**config.mk**
```make
export PLATFORM = sky130hd
export DESIGN_NAME = fbag_addr_gen
export DESIGN_NICKNAME = d
export VERILOG_FILES = /design/src/rtl/fbag_pkg.sv /design/src/rtl/fbag_line_ctr.sv /design/src/rtl/fbag_addr_ctr.sv /design/src/rtl/fbag_swap.sv /design/src/rtl/fbag_addr_gen.sv
export SDC_FILE = /design/constraint.sdc
export NUM_CORES = 1
export LEC_CHECK = 0
export ABC_CLOCK_PERIOD_IN_PS = 3800
export BUFFER_PORTS_ARGS = -buffer_cell sky130_fd_sc_hd__buf_4
export CAP_MARGIN = 20
export CELL_PAD_IN_SITES_DETAIL_PLACEMENT = 1
export CELL_PAD_IN_SITES_GLOBAL_PLACEMENT = 1
export CORE_AREA = 2 2 134 136
export CTS_CLUSTER_DIAMETER = 40
export CTS_CLUSTER_SIZE = 20
export DETAILED_ROUTE_END_ITERATION = 7
export DIE_AREA = 0 0 136 138
export GPL_ROUTABILITY_DRIVEN = 0
export PLACE_DENSITY_LB_ADDON = 0.1
export SYNTH_ARGS = -nofsm -noshare
export SYNTH_HDL_FRONTEND = slang
export SYNTH_SLANG_ARGS = --single-unit
export TNS_END_PERCENT = 30
```
**constraint.sdc**
```tcl
create_clock -name clk_i -period 3.8 [get_ports clk_i]
set_input_delay 0.19 -clock clk_i [delete_from_list [all_inputs] [get_ports clk_i]]
set_output_delay 0.19 -clock clk_i [all_outputs]
set_load 0.02 [all_outputs]
```
**src/rtl/fbag_pkg.sv**
```systemverilog
package fbag_pkg;
  typedef struct packed {
    logic hw_sw;
    logic byte_sw;
  } swap_sel_t;
endpackage

```
**src/rtl/fbag_line_ctr.sv**
```systemverilog
module fbag_line_ctr #(
  parameter int SPAN_W = 11,
  parameter int STEP   = 2
) (
  input  logic              clk_i,
  input  logic              rst_ni,
  input  logic              clear_i,
  input  logic              adv_i,
  input  logic [SPAN_W-1:0] page_i,
  output logic              last_o
);
  localparam int POS_W = SPAN_W + 1;

  logic [POS_W-1:0] pos_q;
  logic [POS_W-1:0] pos_nxt;

  assign pos_nxt = pos_q + POS_W'(STEP);
  // word being granted closes the line
  assign last_o  = pos_nxt >= {1'b0, page_i};

  always_ff @(posedge clk_i or negedge rst_ni) begin
    if (!rst_ni)      pos_q <= '0;
    else if (clear_i) pos_q <= '0;
    else if (adv_i)   pos_q <= last_o ? '0 : pos_nxt;
  end
endmodule

```
**src/rtl/fbag_addr_ctr.sv**
```systemverilog
module fbag_addr_ctr #(
  parameter int HW_W   = 21,
  parameter int SPAN_W = 11,
  parameter int STEP   = 2
) (
  input  logic              clk_i,
  input  logic              rst_ni,
  input  logic              load_i,
  input  logic              adv_i,
  input  logic              line_last_i,
  input  logic [HW_W-1:0]   base_i,
  input  logic [SPAN_W-1:0] skip_i,
  input  logic [HW_W-1:0]   end_i,
  output logic [HW_W-1:0]   addr_o,
  output logic              wrap_o
);
  logic [HW_W-1:0] cur_q;
  logic [HW_W-1:0] step_nxt;
  logic [HW_W-1:0] skip_nxt;
  logic [HW_W-1:0] nxt;

  assign step_nxt = cur_q + HW_W'(STEP);
  assign skip_nxt = step_nxt + HW_W'(skip_i);
  assign nxt      = line_last_i ? skip_nxt : step_nxt;
  assign wrap_o   = adv_i && (nxt == end_i);
  assign addr_o   = cur_q;

  always_ff @(posedge clk_i or negedge rst_ni) begin
    if (!rst_ni)               cur_q <= '0;
    else if (load_i || wrap_o) cur_q <= base_i;
    else if (adv_i)            cur_q <= nxt;
  end

  AST_STEP_IN_LINE: assert property (@(posedge clk_i) disable iff (!rst_ni)
    adv_i && !load_i && !line_last_i && !wrap_o |=> addr_o == $past(addr_o) + HW_W'(STEP));

  AST_SKIP_AT_EOL: assert property (@(posedge clk_i) disable iff (!rst_ni)
    adv_i && !load_i && line_last_i && !wrap_o
    |=> addr_o == $past(addr_o) + HW_W'(STEP) + HW_W'($past(skip_i)));
endmodule

```
**src/rtl/fbag_swap.sv**
```systemverilog
module fbag_swap #(
  parameter int DATA_W = 32
) (
  input  logic [DATA_W-1:0]   d_i,
  input  fbag_pkg::swap_sel_t sel_i,
  output logic [DATA_W-1:0]   d_o
);
  localparam int NHW = DATA_W / 16;
  localparam int NB  = DATA_W / 8;

  logic [DATA_W-1:0] hs;
  logic [DATA_W-1:0] rev_w;

  // stage 1: halfword order, stage 2: bytes inside each halfword
  for (genvar g = 0; g < NHW; g++) begin : g_hw
    assign hs[g*16 +: 16]  = sel_i.hw_sw ? d_i[(NHW-1-g)*16 +: 16] : d_i[g*16 +: 16];
    assign d_o[g*16 +: 16] = sel_i.byte_sw ? {hs[g*16 +: 8], hs[g*16+8 +: 8]} : hs[g*16 +: 16];
  end

  for (genvar b = 0; b < NB; b++) begin : g_rev
    assign rev_w[b*8 +: 8] = d_i[(NB-1-b)*8 +: 8];
  end

  always_comb begin
    if (sel_i.hw_sw && sel_i.byte_sw) begin
      AST_FULL_REVERSE: assert (d_o == rev_w);
    end
  end
endmodule

```
**src/rtl/fbag_addr_gen.sv**
```systemverilog
module fbag_addr_gen #(
  parameter int HW_W   = 21,
  parameter int BANK_W = 7,
  parameter int SPAN_W = 11,
  parameter int DATA_W = 32
) (
  input  logic                          clk_i,
  input  logic                          rst_ni,
  input  logic                          en_i,
  input  logic [HW_W-1:0]               base_hw_i,
  input  logic [BANK_W-1:0]             bank_i,
  input  logic [SPAN_W-1:0]             page_hw_i,
  input  logic [SPAN_W-1:0]             skip_hw_i,
  input  logic [HW_W-1:0]               end_hw_i,
  output logic                          req_o,
  output logic [BANK_W+HW_W:0]          addr_o,
  input  logic                          gnt_i,
  output logic                          frame_done_o,
  input  logic                          rdata_valid_i,
  input  logic [DATA_W-1:0]             rdata_i,
  input  logic                          hw_swap_i,
  input  logic                          byte_swap_i,
  output logic                          pix_valid_o,
  output logic [DATA_W-1:0]             pix_data_o
);
  localparam int STEP   = DATA_W / 16;
  localparam int ADDR_W = BANK_W + HW_W + 1;

  logic              primed_q;
  logic              run;
  logic              acc;
  logic              line_last;
  logic              wrap;
  logic [HW_W-1:0]   hw_addr;
  logic [BANK_W-1:0] bank_q;
  logic              done_q;
  logic              pv_q;
  logic [DATA_W-1:0] pd_q;
  logic [DATA_W-1:0] swapped;
  fbag_pkg::swap_sel_t sel;

  assign run = en_i && primed_q;
  assign acc = run && gnt_i;

  always_ff @(posedge clk_i or negedge rst_ni) begin
    if (!rst_ni) primed_q <= 1'b0;
    else         primed_q <= en_i;
  end

  fbag_line_ctr #(.SPAN_W(SPAN_W), .STEP(STEP)) u_line (
    .clk_i   (clk_i),
    .rst_ni  (rst_ni),
    .clear_i (!run || wrap),
    .adv_i   (acc),
    .page_i  (page_hw_i),
    .last_o  (line_last)
  );

  fbag_addr_ctr #(.HW_W(HW_W), .SPAN_W(SPAN_W), .STEP(STEP)) u_addr (
    .clk_i       (clk_i),
    .rst_ni      (rst_ni),
    .load_i      (!run),
    .adv_i       (acc),
    .line_last_i (line_last),
    .base_i      (base_hw_i),
    .skip_i      (skip_hw_i),
    .end_i       (end_hw_i),
    .addr_o      (hw_addr),
    .wrap_o      (wrap)
  );

  // bank frozen per frame
  always_ff @(posedge clk_i or negedge rst_ni) begin
    if (!rst_ni)          bank_q <= '0;
    else if (!run || wrap) bank_q <= bank_i;
  end

  always_ff @(posedge clk_i or negedge rst_ni) begin
    if (!rst_ni) done_q <= 1'b0;
    else         done_q <= wrap;
  end

  assign req_o        = run;
  assign addr_o       = {bank_q, hw_addr, 1'b0};
  assign frame_done_o = done_q;

  assign sel.hw_sw   = hw_swap_i;
  assign sel.byte_sw = byte_swap_i;

  fbag_swap #(.DATA_W(DATA_W)) u_swap (
    .d_i   (rdata_i),
    .sel_i (sel),
    .d_o   (swapped)
  );

  always_ff @(posedge clk_i or negedge rst_ni) begin
    if (!rst_ni) begin
      pv_q <= 1'b0;
      pd_q <= '0;
    end else begin
      pv_q <= rdata_valid_i;
      if (rdata_valid_i) pd_q <= swapped;
    end
  end

  assign pix_valid_o = pv_q;
  assign pix_data_o  = pd_q;

  AST_HOLD_ADDR: assert property (@(posedge clk_i) disable iff (!rst_ni)
    req_o && !gnt_i |=> !req_o || $stable(addr_o));

  AST_BANK_FIXED: assert property (@(posedge clk_i) disable iff (!rst_ni)
    req_o && $past(req_o) && !frame_done_o
    |-> addr_o[ADDR_W-1 -: BANK_W] == $past(addr_o[ADDR_W-1 -: BANK_W]));

  AST_DONE_AFTER_GRANT: assert property (@(posedge clk_i) disable iff (!rst_ni)
    frame_done_o |-> $past(req_o && gnt_i));

  AST_DONE_AT_BASE: assert property (@(posedge clk_i) disable iff (!rst_ni)
    frame_done_o |-> addr_o[HW_W:1] == $past(base_hw_i));

  AST_PIX_LATENCY: assert property (@(posedge clk_i) disable iff (!rst_ni)
    rdata_valid_i |=> pix_valid_o);

  AST_PASS_THROUGH: assert property (@(posedge clk_i) disable iff (!rst_ni)
    rdata_valid_i && !hw_swap_i && !byte_swap_i |=> pix_data_o == $past(rdata_i));
endmodule

```
==> flow_metrics.py, run 1 <==
metrics = {
    "logic_synthesis": {
        "synth.top_cell.area_share_pct": 30.30,
        "synth_area_per_cell_um2": 9.162,
        "yosys_warnings": 0,
        "synth-edff-count": 0,
        "ys.flop_type": "dfrtp_1",
        "ys_seq_area_share_pct": 30.30,
        "yosysMostFrequentCell": "dfrtp_1",
        "async_flop_share_pct": 100.0,
        "synth_area_leaders": "dfrtp_1 30%, mux2_2 13%, xnor2_1 5.7%",
        "ys_types": 71,
        "yosys.area.top_type": "dfrtp_1",
        "syn-cell-area_mm2": 0.006111,
        "synth-seq-cells": 74,
        "syn_nets": 801,
        "synth_cells": 667,
        "synthTopCellsByCount": "74 x dfrtp_1, 73 x mux2_2, 52 x nand2_1",
    },
    "worst_hold_path": {
        "hold_start": "bank_i[0]",
        "min_path_type": "primary input to flop",
    },
    "global_routing": {
        "grt_pass1_vias": 6636,
        "grt_max_degree": 75,
        "overflow": 0,
        "antenna_found_initial": 0,
        "grt_pass1_wl_um": 35420,
        "track_usage_pct": 24.12,
    },
    "drt": {
        "drtPass1Iterations": 4,
        "drc": 0,
        "avgRoutedWirePerCell_um": 19.60,
        "routed_wl_um": 23380,
        "via_count": 6303,
        "route.detailed.vias_per_inst": 5.283,
        "drtIter0Drc": 220,
        "drtAntennaViolNets": 0,
    },
    "critical_path": {
        "cp_max_fo": 5,
        "endpoint_kind": "flop",
        "critPathLaunch": "u_addr.addr_o[2]",
        "cp.arrival_ns": 4.60,
        "start_kind": "flop",
        "crit_required_ns": 4.03,
        "r2r-start": "u_addr.addr_o[2]",
        "critical_path_class": "flop to flop",
    },
    "die": {
        "initial_core_util_pct": 34.85,
        "die_h_um": 138,
        "die_w_um": 136,
        "die-area_mm2": 0.01877,
        "io_pins": 174,
        "num_rows": 49,
        "core-area_mm2": 0.01753,
    },
    "sta": {
        "maxSlewViolCount": 0,
        "setup_viol": 40,
        "period_needed_ns": 4.375,
        "fin_setup_tns_ns": -21.19,
        "fmax_mhz": 228.6,
        "finalCritPeriodShare_pct": 115.1,
        "hold_violations": 0,
        "worst_slew_pin_slew_ns": 0.8058,
        "rsz0062_at_grt": "true",
        "clock_skew_ns": 0.01141,
        "slew-limit-headroom_pct": 46.12,
        "finalWorstSetupSlack_ns": -0.5752,
    },
    "clocking": {
        "clk_pin_slew_ns": 0.07,
        "clkSinkCount": 74,
        "numCtsBuffers": 9,
        "root_buffer": "clkbuf_16",
        "clockBufferDepth": 2,
        "cts_tree": "built",
        "htreeDepth": 3,
        "clkLatencyLatePin_ns": 0.35,
    },
    "outcome": {
        "violations": "setup timing",
        "status": "finished, violations left",
    },
    "placement": {
        "dp_slack_ns": -0.7802,
        "dpl_cell_area_mm2": 0.008577,
        "dpl.cell_count": 1151,
        "io_buffers": 172,
        "place_hpwl_um": 17290,
    },
    "cells_and_area": {
        "nets": 1093,
        "final_cells": 1193,
        "utilization_pct": 54.69,
        "fill_cells": 1997,
        "syn2layout_area_growth_pct": 56.92,
        "antenna_cells": 0,
        "final_area_mm2": 0.009589,
        "drive_gt1_share_pct": 50.41,
    },
    "power_and_ir_drop": {
        "power_density_mw_per_mm2": 328.4,
        "peakVddDrop_v": 0.0002377,
        "leakage_nw": 4.334,
    },
    "job": {
        "drv_cap": 0,
    },
}
==> area by class of cell <==
cell class | count | area [µm²] | share of cell area (%)
tap | 229 | 286.5 | 2.988
inverter | 28 | 105.1 | 1.096
multi-input combinational | 527 | 4467 | 46.58
clock buffer | 11 | 242.7 | 2.531
timing repair buffer | 319 | 2541 | 26.50
clock inverter | 5 | 85.08 | 0.8873
sequential | 74 | 1862 | 19.42
==> per-stage QoR <==
step | total power [mW] | hold slack (ns)
2_1_floorplan | 1.546 | -0.1056
3_3_place_gp | 2.062 | 0.3172
3_5_place_dp | 2.102 | 0.3277
4_1_cts | 3.131 | 0.05210
5_1_grt | 3.308 | 0.06525
6_report | 3.149 | 0.07046
==> kinds of logic after synthesis <==
logic type / after synthesis / share of synthesized area (%)
compound gates: 143 / 15.54
xor+xnor: 69 / 10.34
fa+ha+maj: 24 / 5.037
buf+inv: 66 / 4.750
flops: 74 / 30.30
mux: 98 / 17.87
other cells: 1 / 0.06137
simple gates: 192 / 16.09
==> cell usage in the layout, fill, tap and decap left out, types with 8 or more instances in the layout <==
cell / Yosys / routed
o211ai_1: 11 / 11
ha_4: 0 / 8
xnor2_1: 40 / 33
ha_1: 23 / 14
a21oi_1: 31 / 27
nand3_1: 25 / 21
xor2_1: 27 / 23
mux2_2: 73 / 67
o21ai_0: 40 / 37
dfrtp_1: 74 / 66
nor2_1: 43 / 38
buf_4: 2 / 305
dfrtp_2: 0 / 8
clkbuf_16: 0 / 11
mux2_4: 4 / 10
nand2_1: 52 / 51
nand2b_1: 13 / 13
mux2i_1: 21 / 21
inv_1: 28 / 27
==> worst paths after layout <==
check | end | slack (ns) | depth (start not counted)
worst max register to register | u_addr.addr_o[14] | -0.58 | 18
min in group asynchronous | pix_data_o[13] | 0.31 | 2
max in group asynchronous | u_addr.addr_o[2] | 2.88 | 3
worst max-delay path | u_addr.addr_o[14] | -0.58 | 18
worst min register to register | pix_data_o[31] | 0.50 | 1
worst min-delay path | bank_q[0] | 0.07 | 2
==> sequential cells by signal, summed over array words and instances (netlist names) <==
name and cells:
bank_q 7, pix_data_o 32, pix_valid_o 1, primed_q 1
frame_done_o 1, u_line.pos_q 11, u_addr.addr_o 21
==> what timing repair did <==
action                     in CTS  in global routing
gates resized for setup        44                 28
setup endpoints to repair      40                 40
setup buffers                  10                 12
hold endpoints to repair        1                 25
pin swaps                      19                 29
cloned                          1                  2
hold buffers                    1                  1
==> per-layer routing <==
metal  share of wire (%)  routed length [µm]  vias up  global-route usage, %
li1                    -                   -     2979                      -
met1                  44               10220     3145                  31.33
met2                  51               11890      151                  41.42
met3                 3.9                 908       28                  3.777
met4                 1.5                 359        0                  6.579
met5                   0                   0        -                      0
==> critical path, cell delays in order (launching register included) <==
cell and delay [ns]:
dfrtp_2 0.41, ha_4 0.18, nand2_4 0.06, or3_4 0.41
xor2_4 0.19, inv_2 0.07, ha_4 0.28, nand4_1 0.14
a21oi_2 0.17, a221o_1 0.19, or4b_4 0.50, o21ai_2 0.16
o211ai_1 0.14, nor4_2 0.34, and4_4 0.30, a31oi_4 0.10
buf_12 0.17, clkbuf_16 0.16, mux2_4 0.29
==> power breakdown <==
| part | internal, mW | switching, mW |
|---|---|---|
| clock | 0.597 | 0.363 |
| combinational | 0.629 | 0.634 |
| sequential | 0.866 | 0.0586 |
(Power assumes the default switching activity.)
==> run 2: changes to the inputs <==
Settings changed: CORE_AREA 2 2 134 136 to 2 2 154 118, DIE_AREA 0 0 136 138 to 0 0 156 120.
==> flow_metrics.py, run 2 (synthesized netlist as in run 1, its figures left out) <==
metrics = {
    "outcome": {
        "status": "finished, violations left",
        "violations": "hold timing, setup timing",
    },
    "sta": {
        "rsz0062_at_grt": "true",
        "clock_skew_ns": 0.01191,
        "finalCritPeriodShare_pct": 112.1,
        "hold_ws_ns": -0.005220,
        "worst_slew_pin_slew_ns": 0.9776,
        "fmax_mhz": 234.7,
        "slew-limit-headroom_pct": 34.82,
        "setup_viol": 40,
        "period_needed_ns": 4.261,
        "hold_violations": 11,
        "finalWorstSetupSlack_ns": -0.4607,
        "maxSlewViolCount": 0,
    },
    "clocking": {
        "clockBufferDepth": 2,
        "clkLatencyLatePin_ns": 0.34,
        "htreeDepth": 3,
        "clk_pin_slew_ns": 0.07,
        "cts_tree": "built",
        "numCtsBuffers": 9,
        "root_buffer": "clkbuf_16",
        "clkSinkCount": 74,
    },
    "critical_path": {
        "r2r_setup_slack_ns": -0.46,
        "rr_worst_depth": 19,
        "worstPathCellList": "buf_4, nand4_1, nor2_2, xor2_2, ha_2, o21a_1, o21ai_0, o211ai_1, buf_4, nor3_4, buf_12, buf_4, a211o_1, o21a_1, a2111oi_2, and4_4, a31oi_4, buf_12, mux2_4",
        "slowest_delay_ns": 0.39,
        "cp_slowest_cell": "dfrtp_1",
        "start_kind": "flop",
        "cp.arrival_ns": 4.48,
        "critPathLaunch": "u_line.pos_q[5]",
        "r2r_end": "bank_q[2]",
        "r2r-start": "u_line.pos_q[5]",
        "critical_path_class": "flop to flop",
        "endpoint_kind": "flop",
        "cp_max_fo": 13,
        "crit_required_ns": 4.02,
        "crit_top_cell": "buf_4",
    },
    "power_and_ir_drop": {
        "power_density_mw_per_mm2": 316.7,
        "power_mw": 3.039,
        "leakage_nw": 4.417,
        "peakVddDrop_v": 0.0001983,
    },
    "drt": {
        "avgRoutedWirePerCell_um": 19.96,
        "routed_wl_um": 23990,
        "via_count": 6369,
        "drtPass1Iterations": 5,
        "drtIter0Drc": 253,
        "route.detailed.vias_per_inst": 5.299,
        "drc": 0,
        "drtAntennaViolNets": 0,
    },
    "placement": {
        "place_hpwl_um": 17800,
        "io_buffers": 172,
    },
    "die": {
        "die_h_um": 120,
        "num_rows": 42,
        "die-area_mm2": 0.01872,
        "initial_core_util_pct": 35.35,
        "die_w_um": 156,
        "io_pins": 174,
        "core-area_mm2": 0.01729,
    },
    "worst_hold_path": {
        "min_path_type": "primary input to asynchronous set/reset pin",
    },
    "cells_and_area": {
        "antenna_cells": 0,
        "layout_common_cells": "328 x buf_4, 66 x dfrtp_1, 59 x mux2_2",
        "largest_reg_flops": 32,
        "drive_gt1_share_pct": 51.83,
        "final_common_cell": "buf_4",
        "nets": 1111,
        "syn2layout_area_growth_pct": 57.04,
        "utilization_pct": 55.51,
    },
    "global_routing": {
        "grt_pass1_wl_um": 37380,
        "overflow": 0,
        "antenna_found_initial": 1,
        "track_usage_pct": 25.51,
        "grt_pass1_vias": 7073,
        "grt_max_degree": 75,
    },
    "job": {
        "drv_cap": 0,
    },
}
-- run 2: cell count changes in the layout (fill, tap and decap cells not counted), sizes merged --
cell and delta:
inv -1, clkinvlp +2, dlygate4sd3 -1, bufinv -2, buf +21, clkinv +1, clkbuf -2
-- run 2: routing by layer --
layer | track usage, % | up-vias | wire (µm)
li1 | - | 3016 | -
met1 | 33.42 | 3113 | 10510
met2 | 42.98 | 203 | 11420
met3 | 5.634 | 37 | 1553
met4 | 6.078 | 0 | 507
met5 | 0 | - | 0
-- run 2: critical path, delay by kind of cell, from the launching register on --
| kind | cells | cell delay [ns] |
|---|---|---|
| AO/OA/AOI/OAI | 7 | 1.40 |
| buffers and inverters | 5 | 0.89 |
| XOR/XNOR | 1 | 0.20 |
| AND/OR/NAND/NOR | 4 | 0.73 |
| multiplexers | 1 | 0.30 |
| flip-flops | 1 | 0.39 |
| adder cells (fa/ha/maj) | 1 | 0.21 |
-- run 2: layout make-up --
class	count	area, µm²
fillers	1994	7692
multi-input cells	527	4471
clock inverters	5	40.04
clock buffers	11	242.7
inverters	28	105.1
flip-flops and latches	74	1862
well taps	220	275.3
repair buffers	337	2601
-- run 2: report_power, final --
part | internal [mW] | total (mW) | switching [mW]
Sequential | 0.866 | 0.926 | 0.0598
Clock | 0.463 | 0.826 | 0.363
Combinational | 0.645 | 1.29 | 0.643
Total | 1.97 | 3.04 | 1.07
-- run 2: what timing repair did --
item	4_1_cts	5_1_grt
pin swaps	19	8
gates resized for setup	74	9
hold buffers	1	0
setup endpoints to repair	40	40
endpoints found under the hold margin	1	0
setup buffers	30	4
-- run 2: metrics by stage --
| step | TNS, ns | area [µm²] | std cells | setup slack (ns) | hold slack, ns |
|---|---|---|---|---|---|
| after detailed placement | -31.40 | 8641 | 1152 | -0.8301 | 0.3289 |
| after floorplan | -5.660 | 6230 | 667 | -0.1822 | -0.1056 |
| final | -16.56 | 9597 | 1202 | -0.4607 | -0.005220 |
| after global placement | -27.15 | 8641 | 1152 | -0.7250 | 0.3285 |
| after CTS | -11.14 | 9518 | 1198 | -0.3399 | 0.04409 |
| after global routing | -22.03 | 9597 | 1202 | -0.5954 | 0.07202 |
-- run 2: how the worst max path moves through the flow --
stage / cells after the start / to / slack (ns)
2_1_floorplan: 17 / u_addr.addr_o[7] / -0.18
3_5_place_dp: 17 / bank_q[6] / -0.83
5_1_grt: 17 / bank_q[2] / -0.60
4_1_cts: 17 / u_addr.addr_o[4] / -0.34
3_3_place_gp: 17 / u_addr.addr_o[9] / -0.72
6_report: 19 / bank_q[2] / -0.46
